`config.mk`:
```
export PLATFORM = sky130hd
export DESIGN_NAME = rrc_top
export DESIGN_NICKNAME = d
export VERILOG_FILES = /design/src/rtl/rrc_pkg.sv /design/src/rtl/rrc_sync.sv /design/src/rtl/rrc_pulse.sv /design/src/rtl/rrc_chan.sv /design/src/rtl/rrc_top.sv
export SDC_FILE = /design/constraint.sdc
export NUM_CORES = 1
export LEC_CHECK = 0
export BUFFER_PORTS_ARGS = -buffer_cell sky130_fd_sc_hd__buf_2
export CAP_MARGIN = 20
export CELL_PAD_IN_SITES_DETAIL_PLACEMENT = 2
export CELL_PAD_IN_SITES_GLOBAL_PLACEMENT = 2
export CORE_MARGIN = 2
export CORE_UTILIZATION = 25
export CTS_CLUSTER_SIZE = 24
export DETAILED_ROUTE_END_ITERATION = 6
export PLACE_DENSITY_LB_ADDON = 0.25
export SLEW_MARGIN = 20
export SYNTH_ARGS = -nofsm -noshare
export SYNTH_HDL_FRONTEND = slang
export SYNTH_SLANG_ARGS = --single-unit
```
`constraint.sdc`:
```
create_clock -name clk -period 4.2 [get_ports clk]
set_input_delay 0.21 -clock clk [delete_from_list [all_inputs] [get_ports clk]]
set_output_delay 0.21 -clock clk [all_outputs]
set_load 0.03 [all_outputs]
```
`src/rtl/rrc_pkg.sv`:
```
// Shared encodings of the reset/restart controller: domain bit order,
// control-register select codes, control bit positions, pulse sources.
// Assumes every channel uses the same layout.
package rrc_pkg;
    localparam int DOM_N    = 4;
    localparam int DOM_LINE = 0;
    localparam int DOM_FRM  = 1;
    localparam int DOM_DLRX = 2;
    localparam int DOM_DLTX = 3;

    typedef enum logic [1:0] {
        SEL_LINE = 2'd0,
        SEL_FRM  = 2'd1,
        SEL_DLRX = 2'd2,
        SEL_DLTX = 2'd3
    } sel_e;

    localparam int SEL_W  = 2;
    localparam int DATA_W = 8;

    localparam int BIT_LINE_RESTART = 5;
    localparam int BIT_FRM_RESET    = 0;
    localparam int BIT_FRM_RESTART  = 1;
    localparam int BIT_DLRX_RESET   = 1;
    localparam int BIT_DLTX_RESET   = 5;

    localparam int SRC_N           = 5;
    localparam int SRC_LINE_RESTART = 0;
    localparam int SRC_FRM_RESET    = 1;
    localparam int SRC_FRM_RESTART  = 2;
    localparam int SRC_DLRX_RESET   = 3;
    localparam int SRC_DLTX_RESET   = 4;
endpackage

```
`src/rtl/rrc_sync.sv`:
```
// Reset synchronizer: asserts in_rst as soon as arst_n falls and releases
// it STAGES rising edges after arst_n returns high.
// Assumes arst_n is glitch-free; STAGES >= 2.
module rrc_sync #(
    parameter int STAGES = 2
) (
    input  logic clk,
    input  logic arst_n,
    output logic in_rst
);
    logic [STAGES-1:0] shreg;

    // Shift ones in after release, clear at once on assertion.
    always_ff @(posedge clk or negedge arst_n) begin
        if (!arst_n) begin
            shreg <= '0;
        end else begin
            shreg <= {shreg[STAGES-2:0], 1'b1};
        end
    end

    assign in_rst = ~shreg[STAGES-1];

    // Once released, the channel stays out of reset while the pin is high.
    assert_stays_released_R2: assert property (@(posedge clk) disable iff (!arst_n)
        !in_rst |=> !in_rst);
endmodule

```
`src/rtl/rrc_pulse.sv`:
```
// Self-timed pulse: a start strobe makes active high for LEN cycles from
// the next cycle; a new start reloads the count. Assumes LEN >= 1 and a
// synchronous active-low rst_n that clears any pending pulse.
module rrc_pulse #(
    parameter int LEN = 4
) (
    input  logic clk,
    input  logic rst_n,
    input  logic start,
    output logic active
);
    localparam int CW = $clog2(LEN + 1);

    logic [CW-1:0] cnt;

    // Load on start, count down to zero otherwise.
    always_ff @(posedge clk) begin
        if (!rst_n) begin
            cnt <= '0;
        end else if (start) begin
            cnt <= CW'(LEN);
        end else if (cnt != '0) begin
            cnt <= cnt - CW'(1);
        end
    end

    assign active = (cnt != '0);

    // A start is visible on the output the following cycle.
    assert_start_fires_R6: assert property (@(posedge clk) disable iff (!rst_n)
        start |=> active);
    // With no start, an idle output stays idle.
    assert_no_spurious_pulse_R10: assert property (@(posedge clk) disable iff (!rst_n)
        (!active && !start) |=> !active);
endmodule

```
`src/rtl/rrc_chan.sv`:
```
// One channel: synchronizes its hardware reset, decodes software control
// writes into five pulse sources and merges them into per-domain register
// and state clears. Also captures the default-set select during reset.
// Assumes sw_wr is a single-cycle strobe in the clk domain.
module rrc_chan
    import rrc_pkg::*;
#(
    parameter int PULSE_LEN   = 4,
    parameter int SYNC_STAGES = 2
) (
    input  logic              clk,
    input  logic              hw_rst_n,
    input  logic              rate_sel_t1,
    input  logic              sw_wr,
    input  logic [SEL_W-1:0]  sw_sel,
    input  logic [DATA_W-1:0] sw_data,
    output logic [DOM_N-1:0]  reg_clr,
    output logic [DOM_N-1:0]  st_clr,
    output logic              in_rst,
    output logic              dflt_t1
);
    logic [SRC_N-1:0] start;
    logic [SRC_N-1:0] act;

    rrc_sync #(.STAGES(SYNC_STAGES)) u_sync (
        .clk    (clk),
        .arst_n (hw_rst_n),
        .in_rst (in_rst)
    );

    // Map the written register and its bits onto pulse sources.
    always_comb begin
        start = '0;
        if (sw_wr) begin
            case (sel_e'(sw_sel))
                SEL_LINE: start[SRC_LINE_RESTART] = sw_data[BIT_LINE_RESTART];
                SEL_FRM: begin
                    start[SRC_FRM_RESET]   = sw_data[BIT_FRM_RESET];
                    start[SRC_FRM_RESTART] = sw_data[BIT_FRM_RESTART];
                end
                SEL_DLRX: start[SRC_DLRX_RESET] = sw_data[BIT_DLRX_RESET];
                SEL_DLTX: start[SRC_DLTX_RESET] = sw_data[BIT_DLTX_RESET];
                default:  start = '0;
            endcase
        end
    end

    for (genvar s = 0; s < SRC_N; s++) begin : g_src
        rrc_pulse #(.LEN(PULSE_LEN)) u_pulse (
            .clk    (clk),
            .rst_n  (~in_rst),
            .start  (start[s]),
            .active (act[s])
        );
    end

    // Merge hardware reset and soft pulses into domain clears.
    always_comb begin
        reg_clr[DOM_LINE] = in_rst;
        st_clr[DOM_LINE]  = in_rst | act[SRC_LINE_RESTART];
        reg_clr[DOM_FRM]  = in_rst | act[SRC_FRM_RESET];
        st_clr[DOM_FRM]   = in_rst | act[SRC_FRM_RESET] | act[SRC_FRM_RESTART];
        reg_clr[DOM_DLRX] = in_rst | act[SRC_DLRX_RESET];
        st_clr[DOM_DLRX]  = in_rst | act[SRC_DLRX_RESET];
        reg_clr[DOM_DLTX] = in_rst | act[SRC_DLTX_RESET];
        st_clr[DOM_DLTX]  = in_rst | act[SRC_DLTX_RESET];
    end

    // Track the rate select while in reset; hold it once released.
    always_ff @(posedge clk) begin
        if (in_rst) begin
            dflt_t1 <= rate_sel_t1;
        end
    end

    // Outside reset the captured default set never moves.
    assert_dflt_held_R5: assert property (@(posedge clk) disable iff (in_rst)
        !in_rst |=> $stable(dflt_t1));
    // A framer restart write clears state but keeps the framer registers.
    assert_restart_keeps_regs_R8: assert property (@(posedge clk) disable iff (in_rst)
        (sw_wr && sw_sel == SEL_FRM && sw_data[BIT_FRM_RESTART]
         && !sw_data[BIT_FRM_RESET] && !reg_clr[DOM_FRM])
        |=> (st_clr[DOM_FRM] && !reg_clr[DOM_FRM]));
endmodule

```
`src/rtl/rrc_top.sv`:
```
// Reset and restart controller for NCH line-terminator channels: one
// rrc_chan per channel plus the shared-register clear, which is asserted
// only while every channel is in synchronized reset.
// Assumes all inputs are in the clk domain except hw_rst_n.
module rrc_top
    import rrc_pkg::*;
#(
    parameter int NCH         = 2,
    parameter int PULSE_LEN   = 4,
    parameter int SYNC_STAGES = 2
) (
    input  logic                  clk,
    input  logic [NCH-1:0]        hw_rst_n,
    input  logic                  rate_sel_t1,
    input  logic [NCH-1:0]        sw_wr,
    input  logic [NCH*SEL_W-1:0]  sw_sel,
    input  logic [NCH*DATA_W-1:0] sw_data,
    output logic [NCH*DOM_N-1:0]  reg_clr,
    output logic [NCH*DOM_N-1:0]  st_clr,
    output logic                  glob_clr,
    output logic [NCH-1:0]        dflt_t1
);
    logic [NCH-1:0] ch_in_rst;
    logic [NCH-1:0] line_regclr;

    for (genvar c = 0; c < NCH; c++) begin : g_ch
        rrc_chan #(
            .PULSE_LEN   (PULSE_LEN),
            .SYNC_STAGES (SYNC_STAGES)
        ) u_chan (
            .clk         (clk),
            .hw_rst_n    (hw_rst_n[c]),
            .rate_sel_t1 (rate_sel_t1),
            .sw_wr       (sw_wr[c]),
            .sw_sel      (sw_sel[c*SEL_W +: SEL_W]),
            .sw_data     (sw_data[c*DATA_W +: DATA_W]),
            .reg_clr     (reg_clr[c*DOM_N +: DOM_N]),
            .st_clr      (st_clr[c*DOM_N +: DOM_N]),
            .in_rst      (ch_in_rst[c]),
            .dflt_t1     (dflt_t1[c])
        );
        assign line_regclr[c] = reg_clr[c*DOM_N + DOM_LINE];
    end

    assign glob_clr = &ch_in_rst;

    // The shared clear implies every channel's line registers are cleared too.
    assert_glob_needs_all_R4: assert property (@(posedge clk) disable iff (hw_rst_n == '0)
        glob_clr |-> (&line_regclr));
endmodule

```
==> metrics.md <==
| Metric | Value |
|---|---|
| Starting density of the core | 0.2615 |
| Worst-Margin Slew | 0.6175 ns |
| Final clock skew | 0.008111 ns |
| Result of the run | completed |
| Chip width | 94.38 microns |
| Sequential element share of the synthesized area | 0.3725 |
| Antenna-violating nets left | 0 |
| Syn Area/Cell | 9.817 sq um |
| Number of max-cap violations | 0 |
| Standard cell core area | 0.007807 sq mm |
| Basic-gate share of the synthesized area counting and, or, nand and nor cells | 0.1440 |
| Combinational family with the most area after synthesis | adder cells |
| Slowest cell on crit path | sky130_fd_sc_hd__dfrtp_1 |
| Number of remaining DRC errors | 0 |
| I/O Pins | 45 |
| Final Max Slew Viols | 0 |
| Routed length per instance | 12.04 microns |
| Overall die height | 94.38 microns |
| Residual overflow from global routing | 0 |
| Worst Setup End Kind | output pin |
| Number of inserted filler cells in the final layout | 905 |
| Number of buffer and inverter instances along the worst setup path | 2 |
| Power per unit of standard cell area | 652.3 mW/mm^2 |
| Worst ir drop on vdd | 0.2420 mV |
| Fraction of layout cells with a size suffix above 1 | 0.2016 |
| Count of buffers inserted at the top-level ports | 34 |
| N_diodes | 0 |
| Class of the tightest hold or removal check | input port to register |
| Setup TNS | 0 ns |
| Mapped Cells | 208 |
| Number of different library cells in the post-synthesis netlist | 27 |
| Htree depth | 2 |
| Final critical delay including setup and external delays | 1.716 ns |
| Clock transition at the registers of the reported paths | 0.08 ns |
| Maximum frequency from static timing analysis | 582.7 MHz |
| Final Hold Fails | 0 |
| Total length of routed wires | 4.155 mm |
| Number of standard-cell rows in the floorplan | 32 |
| Global-route usage over all layers | 0.1044 |
| Area of the die | 0.008907 sq mm |
| DR vias | 1476 |
| Placement-stage worst setup slack | 2.655 ns |
| Clock tree from TritonCTS | yes |
| Category of the critical setup timing path | register to output pin |
| Total setup violations reported at the end of the flow | 0 |
| Clock net sink count | 36 |
| DP HPWL | 3.189 mm |
| Final net count | 298 |
| Final weighted congestion in routability-driven placement | 0.6544 |
| Buffers from clock root to sink, at most | 2 |
| Yosys reg bits | 36 |
| Cells traversed along the worst timing path | inv_2 -> buf_2 |
| Worst slew margin | 0.5883 |
| Top delay family on crit path | flip-flops |
| Initial detailed-routing violation count | 13 |
| Largest fanout on the critical path | 16 |
| Inserted Clock Buffers | 5 |
| Router iterations before antenna repair | 3 |
| Period utilisation layout | 0.4086 |
| Mux cell area share after synthesis | 0.05025 |
| Post-CTS repair timing setup buffer count | 0 |
| Largest net degree at the start of global routing | 17 |
| Adder and majority cell fraction of the synthesized area | 0.1838 |
| Leak | 1.188 nW |
| Layout-stage area growth over the synthesis result | 17.22% |
| Storage cell area | 760.7 sq um |
| Warnings from Yosys | 0 |
| Combined area of all synthesized cells | 0.002042 sq mm |
| Setup slack of the critical path after layout | 2.484 ns |
| Global-route wire length before repair | 7.107 mm |
| Compound-gate portion of the synthesized area | 0.09314 |
| Number of vias per cell | 4.278 |
| Required time at the worst-slack endpoint | 3.99 ns |
| Critical Path Start Type | register |
| CTS root buffer | sky130_fd_sc_hd__clkbuf_8 |
| Critical Path AT | 1.51 ns |
| Unrepaired setup endpoints after global routing | no |
| Number of global-route vias before repair | 1558 |
| Insertion delay to the later sink of the worst-skew pair | 0.29 ns |
| Slowest Stage Delay on Critical Path | 0.74 ns |
| Initial antenna violation count | 0 |
| Multi-input gate area in the final layout | 0.001057 sq mm |
| Share of the synthesized netlist area taken by xor and xnor gates | 0.04289 |
==> final timing paths <==
kind,from,depth (start not counted),end,slack (ns)
hold reg to reg,g_ch[0].u_chan.u_sync.shreg[0],0,g_ch[0].u_chan.u_sync.shreg[1],0.34
setup / recovery,g_ch[0].u_chan.u_sync.shreg[1],2,reg_clr[0],2.48
min in group asynchronous,hw_rst_n[1],2,g_ch[1].u_chan.u_sync.shreg[0],0.23
hold / removal,rate_sel_t1,1,g_ch[1].u_chan.dflt_t1,0.14
max in group asynchronous,hw_rst_n[0],2,g_ch[0].u_chan.u_sync.shreg[0],3.87
setup reg to reg,g_ch[0].u_chan.g_src[0].u_pulse.cnt[1],5,g_ch[0].u_chan.g_src[0].u_pulse.cnt[2],2.66
==> metrics by stage <==
step             util  std cells  total power [mW]  instance area, sq um  hold slack, ns
2_1_floorplan       -        209             1.153                  2046        -0.08559
3_3_place_gp   0.2912        335             1.289                  2273       -0.003114
3_5_place_dp   0.2912        335             1.316                  2273       -0.002928
4_1_cts        0.3066        345             1.606                  2394          0.1232
5_1_grt        0.3066        345             1.723                  2394          0.1247
6_report       0.3066        345             1.561                  2394          0.1352
==> cells by family (layout without fill, tap and decap cells) <==
| group | after synthesis | in the layout |
|---|---|---|
| AND/OR/NAND/NOR | 49 | 49 |
| other | 1 | 2 |
| multiplexers | 10 | 10 |
| adder cells (fa/ha/maj) | 30 | 30 |
| flip-flops | 36 | 36 |
| AO/OA/AOI/OAI | 20 | 20 |
| buffers and inverters | 52 | 86 |
| XOR/XNOR | 10 | 10 |
==> routing by layer <==
layer  global-route usage  share of wire  vias up
li1                     -              -      729
met1               0.1254           0.45      711
met2               0.1726           0.47       29
met3              0.03033          0.058        7
met4              0.04710          0.017        0
met5                    0              0        -
==> cell type report <==
class                   instances  share of cell area
inverters                      42             0.06586
multi-input cells             121              0.4417
well taps                     102             0.05332
repair buffers                 36             0.07946
clock buffers                   8             0.04182
flip-flops and latches         36              0.3178
==> sequential cells by signal, summed over array words and instances, names as in the netlist <==
register,cells
g_ch.u_chan.u_sync.shreg,4
g_ch.u_chan.dflt_t1,2
g_ch.u_chan.g_src.u_pulse.cnt,30
==> cell usage in the layout (no fill, tap or decap), types with 8 or more instances in the layout <==
master and count:
sky130_fd_sc_hd__ha_1 30, sky130_fd_sc_hd__o211a_1 8, sky130_fd_sc_hd__and3_1 8, sky130_fd_sc_hd__dfxtp_1 30
sky130_fd_sc_hd__inv_1 40, sky130_fd_sc_hd__a21oi_1 8, sky130_fd_sc_hd__nand2_1 8, sky130_fd_sc_hd__mux2i_1 8
sky130_fd_sc_hd__buf_2 34, sky130_fd_sc_hd__xnor2_1 8, sky130_fd_sc_hd__and2_1 8, sky130_fd_sc_hd__nor2_1 9
==> cells in the mapped netlist <==
library cell	n	area [sq um]
sky130_fd_sc_hd__a2111oi_4	2	55.05
sky130_fd_sc_hd__a21oi_1	8	40.04
sky130_fd_sc_hd__and2_1	8	50.05
sky130_fd_sc_hd__and3_1	8	50.05
sky130_fd_sc_hd__and4bb_4	2	32.53
sky130_fd_sc_hd__buf_2	2	10.01
sky130_fd_sc_hd__buf_4	8	60.06
sky130_fd_sc_hd__conb_1	1	3.750
sky130_fd_sc_hd__dfrtp_1	4	100.1
sky130_fd_sc_hd__dfxtp_1	30	600.6
sky130_fd_sc_hd__edfxtp_1	2	60.06
sky130_fd_sc_hd__ha_1	30	375.4
sky130_fd_sc_hd__inv_1	40	150.1
sky130_fd_sc_hd__inv_2	2	7.510
sky130_fd_sc_hd__mux2_2	2	22.52
sky130_fd_sc_hd__mux2i_1	8	80.08
sky130_fd_sc_hd__nand2_1	8	30.03
sky130_fd_sc_hd__nand3_1	2	10.01
sky130_fd_sc_hd__nand4_1	2	12.51
sky130_fd_sc_hd__nand4b_1	6	52.55
sky130_fd_sc_hd__nor2_1	9	33.78
sky130_fd_sc_hd__nor2b_1	2	12.51
sky130_fd_sc_hd__nor3_1	2	10.01
sky130_fd_sc_hd__o211a_1	8	80.08
sky130_fd_sc_hd__o21a_1	2	15.01
sky130_fd_sc_hd__xnor2_1	8	70.07
sky130_fd_sc_hd__xor2_1	2	17.52
==> where the power goes <==
| group | leakage [nW] | internal [mW] | switching, mW |
|---|---|---|---|
| clock | 0.0515 | 0.150 | 0.124 |
| combinational | 0.823 | 0.351 | 0.449 |
| sequential | 0.313 | 0.438 | 0.0498 |
==> what timing repair did <==
action	4_1_cts	5_1_grt
hold buffers	2	0
gates resized for setup	0	0
hold endpoints to repair	4	0
(Power assumes the default switching activity.)
